### config.mk
export PLATFORM = sky130hd
export DESIGN_NAME = ram_bist
export DESIGN_NICKNAME = d
export VERILOG_FILES = /design/src/rtl/ram_bist_pkg.sv /design/src/rtl/ram_bist_seq.sv /design/src/rtl/ram_bist_cmp.sv /design/src/rtl/ram_bist_portmux.sv /design/src/rtl/ram_bist.sv
export SDC_FILE = /design/constraint.sdc
export NUM_CORES = 1
export LEC_CHECK = 0
export ABC_AREA = 0
export CAP_MARGIN = 20
export CORE_ASPECT_RATIO = 1.5
export CORE_MARGIN = 2
export CORE_UTILIZATION = 40
export DETAILED_ROUTE_END_ITERATION = 6
export GPL_ROUTABILITY_DRIVEN = 0
export HOLD_SLACK_MARGIN = 0.12
export PLACE_DENSITY = 0.78
export SLEW_MARGIN = 20
export SYNTH_ARGS = -nofsm -noshare
export SYNTH_HDL_FRONTEND = slang
export SYNTH_HIERARCHICAL = 1
export SYNTH_SLANG_ARGS = --single-unit
### constraint.sdc
create_clock -name clk -period 3.6 [get_ports clk]
set_input_delay 0.54 -clock clk [delete_from_list [all_inputs] [get_ports clk]]
set_output_delay 0.54 -clock clk [all_outputs]
set_load 0.01 [all_outputs]
### src/rtl/ram_bist_pkg.sv
package ram_bist_pkg;

  // Pass order; the low bit marks a read pass, the high bit marks the inverted pattern.
  typedef enum logic [1:0] {
    PH_WR_DIRECT = 2'd0,
    PH_RD_DIRECT = 2'd1,
    PH_WR_INVERT = 2'd2,
    PH_RD_INVERT = 2'd3
  } phase_t;

  localparam int WR_SLOTS = 2;
  localparam int RD_SLOTS = 3;
  localparam int CYCLES_PER_WORD = 2 * (WR_SLOTS + RD_SLOTS);

  function automatic logic [1:0] last_slot(input phase_t p);
    return p[0] ? 2'(RD_SLOTS - 1) : 2'(WR_SLOTS - 1);
  endfunction

  function automatic int total_cycles(input int addr_w);
    return CYCLES_PER_WORD * (1 << addr_w);
  endfunction

endpackage

### src/rtl/ram_bist_seq.sv
module ram_bist_seq
  import ram_bist_pkg::*;
#(
  parameter int ADDR_W = 12,
  parameter int DATA_W = 16
) (
  input  logic              clk,
  input  logic              rst_n,
  input  logic              start,
  output logic              busy,
  output logic              done,
  output logic              start_acc,
  output logic              bist_en,
  output logic              bist_we,
  output logic [ADDR_W-1:0] bist_addr,
  output logic [DATA_W-1:0] bist_wdata,
  output logic              cmp_valid,
  output logic [DATA_W-1:0] cmp_expect
);

  localparam logic [ADDR_W-1:0] LAST_ADDR = '1;

  function automatic logic [DATA_W-1:0] pattern(input logic [ADDR_W-1:0] a, input logic inv);
    logic [DATA_W-1:0] w;
    w = DATA_W'(a);
    return inv ? ~w : w;
  endfunction

  phase_t            phase;
  logic [ADDR_W-1:0] addr;
  logic [1:0]        slot;
  logic              slot_end;
  logic              pass_end;
  logic              run_end;

  assign start_acc = start && !busy;
  assign slot_end  = busy && (slot == last_slot(phase));
  assign pass_end  = slot_end && (addr == LAST_ADDR);
  assign run_end   = pass_end && (phase == PH_RD_INVERT);

  always_ff @(posedge clk) begin
    if (!rst_n) begin
      busy  <= 1'b0;
      done  <= 1'b0;
      phase <= PH_WR_DIRECT;
      addr  <= '0;
      slot  <= '0;
    end else if (start_acc) begin
      busy  <= 1'b1;
      done  <= 1'b0;
      phase <= PH_WR_DIRECT;
      addr  <= '0;
      slot  <= '0;
    end else if (busy) begin
      if (!slot_end) begin
        slot <= slot + 2'd1;
      end else begin
        slot <= '0;
        addr <= addr + 1'b1;
        if (run_end) begin
          busy <= 1'b0;
          done <= 1'b1;
        end else if (pass_end) begin
          phase <= phase_t'(phase + 2'd1);
        end
      end
    end
  end

  assign bist_en    = busy && (slot == 2'd0);
  assign bist_we    = !phase[0];
  assign bist_addr  = addr;
  assign bist_wdata = pattern(addr, phase[1]);
  assign cmp_valid  = busy && phase[0] && (slot == 2'd1);
  assign cmp_expect = pattern(addr, phase[1]);

  AST_START_BUSY: assert property (@(posedge clk) disable iff (!rst_n)
    start && !busy |=> busy && !done);
  AST_END_DONE: assert property (@(posedge clk) disable iff (!rst_n)
    $fell(busy) |-> done);
  AST_DONE_IDLE: assert property (@(posedge clk) disable iff (!rst_n)
    done |-> !busy);
  AST_READ_SLOT: assert property (@(posedge clk) disable iff (!rst_n)
    cmp_valid |-> $past(bist_en) && !$past(bist_we));

endmodule

### src/rtl/ram_bist_cmp.sv
module ram_bist_cmp #(
  parameter int ADDR_W = 12,
  parameter int DATA_W = 16
) (
  input  logic              clk,
  input  logic              rst_n,
  input  logic              clear,
  input  logic              cmp_valid,
  input  logic [ADDR_W-1:0] cmp_addr,
  input  logic [DATA_W-1:0] cmp_expect,
  input  logic [DATA_W-1:0] rdata,
  output logic              fail,
  output logic [ADDR_W-1:0] fail_addr
);

  logic mismatch;
  assign mismatch = cmp_valid && (rdata != cmp_expect);

  always_ff @(posedge clk) begin
    if (!rst_n || clear) begin
      fail      <= 1'b0;
      fail_addr <= '0;
    end else if (mismatch) begin
      fail <= 1'b1;
      if (!fail) fail_addr <= cmp_addr;
    end
  end

  AST_FAIL_STICKY: assert property (@(posedge clk) disable iff (!rst_n)
    fail && !clear |=> fail);
  AST_FAIL_CAUSE: assert property (@(posedge clk) disable iff (!rst_n)
    $rose(fail) |-> $past(cmp_valid));
  AST_ADDR_HOLD: assert property (@(posedge clk) disable iff (!rst_n)
    fail && !clear |=> $stable(fail_addr));

endmodule

### src/rtl/ram_bist_portmux.sv
module ram_bist_portmux #(
  parameter int ADDR_W = 12,
  parameter int DATA_W = 16
) (
  input  logic              clk,
  input  logic              rst_n,
  input  logic              busy,
  input  logic              bist_en,
  input  logic              bist_we,
  input  logic [ADDR_W-1:0] bist_addr,
  input  logic [DATA_W-1:0] bist_wdata,
  input  logic              host_en,
  input  logic              host_we,
  input  logic [ADDR_W-1:0] host_addr,
  input  logic [DATA_W-1:0] host_wdata,
  output logic              host_ready,
  output logic              ram_en,
  output logic              ram_we,
  output logic [ADDR_W-1:0] ram_addr,
  output logic [DATA_W-1:0] ram_wdata
);

  always_comb begin
    if (busy) begin
      ram_en    = bist_en;
      ram_we    = bist_we;
      ram_addr  = bist_addr;
      ram_wdata = bist_wdata;
    end else begin
      ram_en    = host_en;
      ram_we    = host_we;
      ram_addr  = host_addr;
      ram_wdata = host_wdata;
    end
  end

  assign host_ready = !busy;

  AST_HOST_BLOCKED: assert property (@(posedge clk) disable iff (!rst_n)
    busy && host_en && !bist_en |-> !ram_en);

endmodule

### src/rtl/ram_bist.sv
module ram_bist #(
  parameter int ADDR_W = 12,
  parameter int DATA_W = 16
) (
  input  logic              clk,
  input  logic              rst_n,
  input  logic              start,
  input  logic              host_en,
  input  logic              host_we,
  input  logic [ADDR_W-1:0] host_addr,
  input  logic [DATA_W-1:0] host_wdata,
  output logic [DATA_W-1:0] host_rdata,
  output logic              host_ready,
  output logic              ram_en,
  output logic              ram_we,
  output logic [ADDR_W-1:0] ram_addr,
  output logic [DATA_W-1:0] ram_wdata,
  input  logic [DATA_W-1:0] ram_rdata,
  output logic              busy,
  output logic              done,
  output logic              fail,
  output logic [ADDR_W-1:0] fail_addr
);

  logic              start_acc;
  logic              bist_en;
  logic              bist_we;
  logic [ADDR_W-1:0] bist_addr;
  logic [DATA_W-1:0] bist_wdata;
  logic              cmp_valid;
  logic [DATA_W-1:0] cmp_expect;

  ram_bist_seq #(.ADDR_W(ADDR_W), .DATA_W(DATA_W)) u_seq (
    .clk(clk), .rst_n(rst_n), .start(start),
    .busy(busy), .done(done), .start_acc(start_acc),
    .bist_en(bist_en), .bist_we(bist_we), .bist_addr(bist_addr),
    .bist_wdata(bist_wdata), .cmp_valid(cmp_valid), .cmp_expect(cmp_expect)
  );

  ram_bist_cmp #(.ADDR_W(ADDR_W), .DATA_W(DATA_W)) u_cmp (
    .clk(clk), .rst_n(rst_n), .clear(start_acc),
    .cmp_valid(cmp_valid), .cmp_addr(bist_addr), .cmp_expect(cmp_expect),
    .rdata(ram_rdata), .fail(fail), .fail_addr(fail_addr)
  );

  ram_bist_portmux #(.ADDR_W(ADDR_W), .DATA_W(DATA_W)) u_mux (
    .clk(clk), .rst_n(rst_n), .busy(busy),
    .bist_en(bist_en), .bist_we(bist_we), .bist_addr(bist_addr), .bist_wdata(bist_wdata),
    .host_en(host_en), .host_we(host_we), .host_addr(host_addr), .host_wdata(host_wdata),
    .host_ready(host_ready),
    .ram_en(ram_en), .ram_we(ram_we), .ram_addr(ram_addr), .ram_wdata(ram_wdata)
  );

  assign host_rdata = ram_rdata;

endmodule

==> reports/qor.yml, run 1 <==
final-max-slew-violation-count: 0
die_area_sq_mm: 0.006687
hold_viol_final: 0
p_int_mw: 0.7098
synth_edf_count: 0
critPathCaptureType: "primary output"
avgViaCountPerCell: 5.007
grt_pass1_wl_um: 9756
grt_overflow_total: 0
grt_max_degree: 44
clockPowerShare: 0.386
remaining_drc_errors: 0
dp_cells: 402
first_iter_violations: 82
grt_pass1_vias: 1951
async_flop_share: 0
seq_area_frac_synth: 0.2570
worst_pin_slew_ns: 1.001
start_util: 0.4143
dp_hpwl_um: 4876
fin_nets: 390
switching_share: 0.2351
n_antenna_cell: 0
max_freq_mhz: 350.3
switchingPower_mw: 0.2181
vias: 2053
post_drt_wl_per_cell_um: 15.48
clkLatencyLatePin_ns: 0.29
p_seq_frac: 0.387
cp-start-kind: "register"
cts_hold_buffers: 0
first_pass_iters: 4
p_leak_nw: 1.215
syn_nets: 322
skew_ns: 0.009242
post_cts_resized: 0
core_sq_mm: 0.005828
ant_nets: 0
timing.final.crit_share: 0.7929
hold_class: "register to register"
peakVddDrop_mv: 0.2317
syn_avg_cell_area_sq_um: 8.977
yosys_warnings: 6
worstPathMaxFanout: 22
min_period_ns: 2.855
clock_path_buffers: 2
timing.hold.ws_ns: 0.4594
ys_ff_latch: 31
die_w_um: 67.44
synthesis.area_sq_mm: 0.002415
p_total_mw: 0.9279
root_buffer: "clkbuf_8"
wirelength_um: 6347
drv_cap: 0
cp_data_required_time_ns: 3.06
grt_use_total: 0.1913
final.fill_count: 535
crit_arrival_ns: 2.31
status: "finished clean"
cts_setup_buffers: 0
synth_flop_cell: "dfxtp_1"
io_buffers: 110
rows: 34
finalSetupViolations: 0
crit_type: "register to primary output"
utilization: 0.5747
fin_cells: 410
drive_above_1_share: 0.1361
syn_inst: 269
power.density_mw_per_mm2: 277.0
die_height_um: 99.16
num_io_pins: 111
ys_types: 45
cts_made_buffers: 5
clkTransAtPathRegs_ns: 0.07
htree_levels: 2
antenna_found_initial: 0
slew_headroom: 0.3321
finalSetupTns_ns: 0
combPwrFrac: 0.228
area_growth_pct: 38.70
cts.sinks: 31
rsz0062_at_grt: "false"
cts_tree: "done"
## flip-flops by register name, indices dropped and copies added, names as in the netlist
name	cells
u_seq/busy	1
u_seq/slot	2
u_cmp/fail	1
u_seq/done	1
u_seq/phase	2
u_seq/bist_addr	12
u_cmp/fail_addr	12
## area by class of cell
type,count,area (sq um),area share
clock buffers,6,82.58,0.02465
flip-flops and latches,31,621.8,0.1857
multi-input cells,177,1370,0.4090
inverters,11,41.29,0.01233
clock inverters,2,35.03,0.01046
repair buffers,111,1109,0.3310
well taps,72,90.09,0.02690
## routing by layer
metal,GRT usage,vias to the layer above,routed length [um]
met4,0.07221,0,126
met3,0.03281,12,347
met2,0.3458,77,3368
li1,-,1018,-
met1,0.2169,946,2504
met5,0,-,0
## cells by family (layout without fill, tap and decap cells)
family,Yosys count,count (layout),share of synthesized area
compound gates,26,26,0.08083
xor+xnor,33,33,0.1197
fa+ha+maj,4,4,0.02073
buf+inv,61,130,0.1756
flops,31,31,0.2570
mux,45,45,0.2026
simple gates,69,69,0.1435
## power groups by stage
| stage | sequential (mW) | combinational, mW | clock [mW] |
|---|---|---|---|
| global route | 0.360 | 0.226 | 0.381 |
| global placement | 0.367 | 0.209 | 0 |
| detailed placement | 0.367 | 0.212 | 0 |
| CTS | 0.359 | 0.213 | 0.362 |
| floorplan | 0.357 | 0.108 | 0 |
| finish | 0.359 | 0.211 | 0.358 |
## synth_stat cells, types with 2 or more instances
cell type	instances	area [sq um]
nand2_1	30	112.6
nand4_1	6	37.54
nor2b_1	3	18.77
ha_1	4	50.05
o211ai_1	2	15.01
buf_4	37	277.8
a211oi_1	2	15.01
dfxtp_1	31	620.6
clkbuf_1	4	15.01
mux2i_1	14	140.1
xnor2_1	19	166.4
buf_6	6	67.56
xor2_1	14	122.6
o21ai_0	5	25.02
inv_1	11	41.29
nand3_1	5	25.02
mux2_2	30	337.8
or3_1	2	12.51
or4_1	3	22.52
o31ai_1	2	15.01
a21oi_1	6	30.03
nor2_1	10	37.54
## cells in the final DEF (no fill, tap or decap), types with 2 or more instances in the layout
| cell type | synthesis | final |
|---|---|---|
| or4_1 | 3 | 3 |
| nand3_1 | 5 | 5 |
| xor2_1 | 14 | 14 |
| nand2_1 | 30 | 30 |
| mux2_2 | 30 | 30 |
| clkdlybuf4s50_1 | 0 | 110 |
| inv_1 | 11 | 11 |
| ha_1 | 4 | 4 |
| a21oi_1 | 6 | 6 |
| nor2b_1 | 3 | 3 |
| dfxtp_1 | 31 | 30 |
| mux2i_1 | 14 | 14 |
| nand4_1 | 6 | 6 |
| or3_1 | 2 | 2 |
| a211oi_1 | 2 | 2 |
| o211ai_1 | 2 | 2 |
| o21ai_0 | 5 | 5 |
| xnor2_1 | 19 | 19 |
| o31ai_1 | 2 | 2 |
| nor2_1 | 10 | 10 |
| clkbuf_8 | 1 | 6 |
## worst paths after layout
path / startpoint / endpoint / slack [ns] / depth (start not counted)
setup / recovery: u_seq/phase[1] / ram_wdata[9] / 0.75 / 3
hold / removal: u_cmp/fail_addr[7] / u_cmp/fail_addr[7] / 0.46 / 2
setup reg to reg: u_seq/phase[1] / u_cmp/fail_addr[6] / 1.00 / 6
hold reg to reg: u_cmp/fail_addr[7] / u_cmp/fail_addr[7] / 0.46 / 2
## metrics by stage
stage	cell area (sq um)	worst slack (ns)
global placement	3232	1.080
detailed placement	3232	1.008
finish	3349	0.7454
CTS	3349	0.7154
global route	3349	0.5654
floorplan	2415	1.092
## critical path, cell delays in order (launching register included)
cell and delay, ns:
dfxtp_1 0.98, xor2_1 0.23, mux2_2 0.33, clkdlybuf4s50_1 0.47
Note: power is estimated with default switching activity, not from simulation.
==> run 2, diff against run 1 <==
--- a/config.mk
+++ b/config.mk
@@ -9,7 +9,7 @@
 export CAP_MARGIN = 20
 export CORE_ASPECT_RATIO = 1.5
 export CORE_MARGIN = 2
-export CORE_UTILIZATION = 40
+export CORE_UTILIZATION = 38
 export DETAILED_ROUTE_END_ITERATION = 6
 export GPL_ROUTABILITY_DRIVEN = 0
 export HOLD_SLACK_MARGIN = 0.12
==> constraint.sdc (replaced) <==
create_clock -name clk -period 2.35 [get_ports clk]
set_input_delay 0.3525 -clock clk [delete_from_list [all_inputs] [get_ports clk]]
set_output_delay 0.3525 -clock clk [all_outputs]
set_load 0.01 [all_outputs]
==> reports/qor.yml, run 2 (same netlist as run 1, synthesis figures left out) <==
status: "finished clean"
crit_arrival_ns: 1.88  # -0.43 ns
finalSetupViolations: 0  # unchanged
cts.sinks: 31  # unchanged
finalSetupTns_ns: 0  # unchanged
grt_overflow_total: 0  # unchanged
die_height_um: 101.6  # +2.5%
remaining_drc_errors: 0  # unchanged
clock_path_buffers: 2  # unchanged
worst_pin_slew_ns: 0.7531  # -0.2475 ns
p_int_mw: 0.9644  # +36%
final_common_cell: "clkdlybuf4s50_1"
final.fill_count: 567  # +6.0%
peakVddDrop_mv: 0.2682  # +16%
cts_made_buffers: 5  # unchanged
wirelength_um: 6280  # -1.1%
avgViaCountPerCell: 5.049  # +0.84%
grt_pass1_vias: 2111  # +8.2%
drive_above_1_share: 0.1705  # +0.03436
layout_setup_ws_ns: 0.1152  # -0.6302 ns
area_growth_pct: 43.16
first_pass_iters: 4  # unchanged
num_io_pins: 111  # unchanged
cp-start-kind: "register"
skew_ns: 0.006307  # -0.002935 ns
worstPathMaxFanout: 7  # -68%
n_antenna_cell: 0  # unchanged
dp_hpwl_um: 4959  # +1.7%
post_cts_resized: 0  # unchanged
grt_use_total: 0.1798  # -0.01148
io_buffers: 110  # unchanged
fin_nets: 404  # +3.6%
critPathCaptureType: "primary output"
p_leak_nw: 1.274  # +4.8%
hold_class: "register to register"
cts_tree: "done"
power.density_mw_per_mm2: 380.1  # +37%
final_cell_mix: "clkdlybuf4s50_1 (110), nand2_1 (30), dfxtp_1 (30), mux2_2 (30), xnor2_1 (19)"
p_seq_frac: 0.409  # +0.022
place_ws_ns: 0.1572  # -0.8505 ns
die_area_sq_mm: 0.007022  # +5.0%
antenna_found_initial: 0  # unchanged
min_period_ns: 2.235
first_iter_violations: 67  # -18%
timing.final.crit_share: 0.9510
grt_max_degree: 29  # -34%
switching_share: 0.2660  # +0.03093
cp_data_required_time_ns: 2.00  # -1.06 ns
core_sq_mm: 0.006131  # +5.2%
reg2reg_slack_ns: 0.21  # -0.79 ns
die_w_um: 69.09  # +2.4%
slew_headroom: 0.4974  # +0.1653
hold_viol_final: 0  # unchanged
combPwrFrac: 0.262  # +0.034
max_freq_mhz: 447.5
rsz0062_at_grt: "false"
cts_hold_buffers: 0  # unchanged
switchingPower_mw: 0.3495  # +60%
grt_pass1_wl_um: 10380  # +6.4%
vias: 2151  # +4.8%
seqCellArea_sq_um: 621.8  # unchanged
multi_input_area_sq_mm: 0.001370  # unchanged
start_util: 0.3939  # -0.02046
cts_setup_buffers: 0  # unchanged
ant_nets: 0  # unchanged
clkTransAtPathRegs_ns: 0.07  # about the same
rows: 35  # +2.9%
htree_levels: 2  # unchanged
clkLatencyLatePin_ns: 0.29  # about the same
post_drt_wl_per_cell_um: 14.74  # -4.8%
clockPowerShare: 0.329  # -0.057
root_buffer: "clkbuf_8"
drv_cap: 0  # unchanged
final-max-slew-violation-count: 0  # unchanged
crit_type: "register to primary output"
## run 2: cell types whose count changed in the layout (fill, tap and decap cells not counted)
cell,previous run,this run
inv_6,0,1
bufinv_16,1,0
clkinv_2,1,0
clkinvlp_4,0,2
buf_4,1,13
buf_12,0,2
clkbuf_8,6,5
## run 2: power groups by stage
stage,clock [mW],combinational (mW),sequential [mW]
floorplan,0,0.166,0.546
global placement,0,0.341,0.549
detailed placement,0,0.347,0.549
CTS,0.442,0.348,0.537
global route,0.463,0.368,0.538
finish,0.432,0.345,0.537
## run 2: final timing paths
path / to / cells past startpoint / from
min reg2reg: u_cmp/fail_addr[1] / 2 / u_cmp/fail_addr[1]
max: ram_en / 5 / u_seq/slot[0]
min: u_cmp/fail_addr[1] / 2 / u_cmp/fail_addr[1]
max reg2reg: u_cmp/fail_addr[8] / 7 / u_seq/phase[1]
## run 2: stage by stage
| stage | power, mW | instance area, sq um | utilization | hold slack (ns) | std cells |
|---|---|---|---|---|---|
| 2_1_floorplan | 0.7123 | 2416 | - | 0.4467 | 269 |
| 3_3_place_gp | 0.8902 | 3364 | 0.5488 | 0.4437 | 418 |
| 3_5_place_dp | 0.8958 | 3364 | 0.5488 | 0.4489 | 418 |
| 4_1_cts | 1.327 | 3457 | 0.5639 | 0.4665 | 426 |
| 5_1_grt | 1.369 | 3457 | 0.5639 | 0.4801 | 426 |
| 6_report | 1.314 | 3457 | 0.5639 | 0.4638 | 426 |
## run 2: worst max-delay path, stage by stage (launching register included)
cell and delay, ns:
dfxtp_1 0.43, inv_1 0.11, ha_1 0.20, and2_1 0.15
mux2_2 0.25, clkdlybuf4s50_1 0.47
## run 2: routing by layer
layer  wire, um  GRT usage  share of wire
met1       2428     0.1973           0.39
met2       3372     0.3432           0.54
met3        364    0.03781          0.058
met4        114    0.05732          0.018
met5          0          0              0
## run 2: layout make-up
cell class | count | area share
well taps | 74 | 0.02678
clock buffers | 5 | 0.01991
flip-flops and latches | 31 | 0.1799
clock inverters | 3 | 0.006877
multi-input cells | 177 | 0.3963
repair buffers | 125 | 0.3583
inverters | 11 | 0.01194
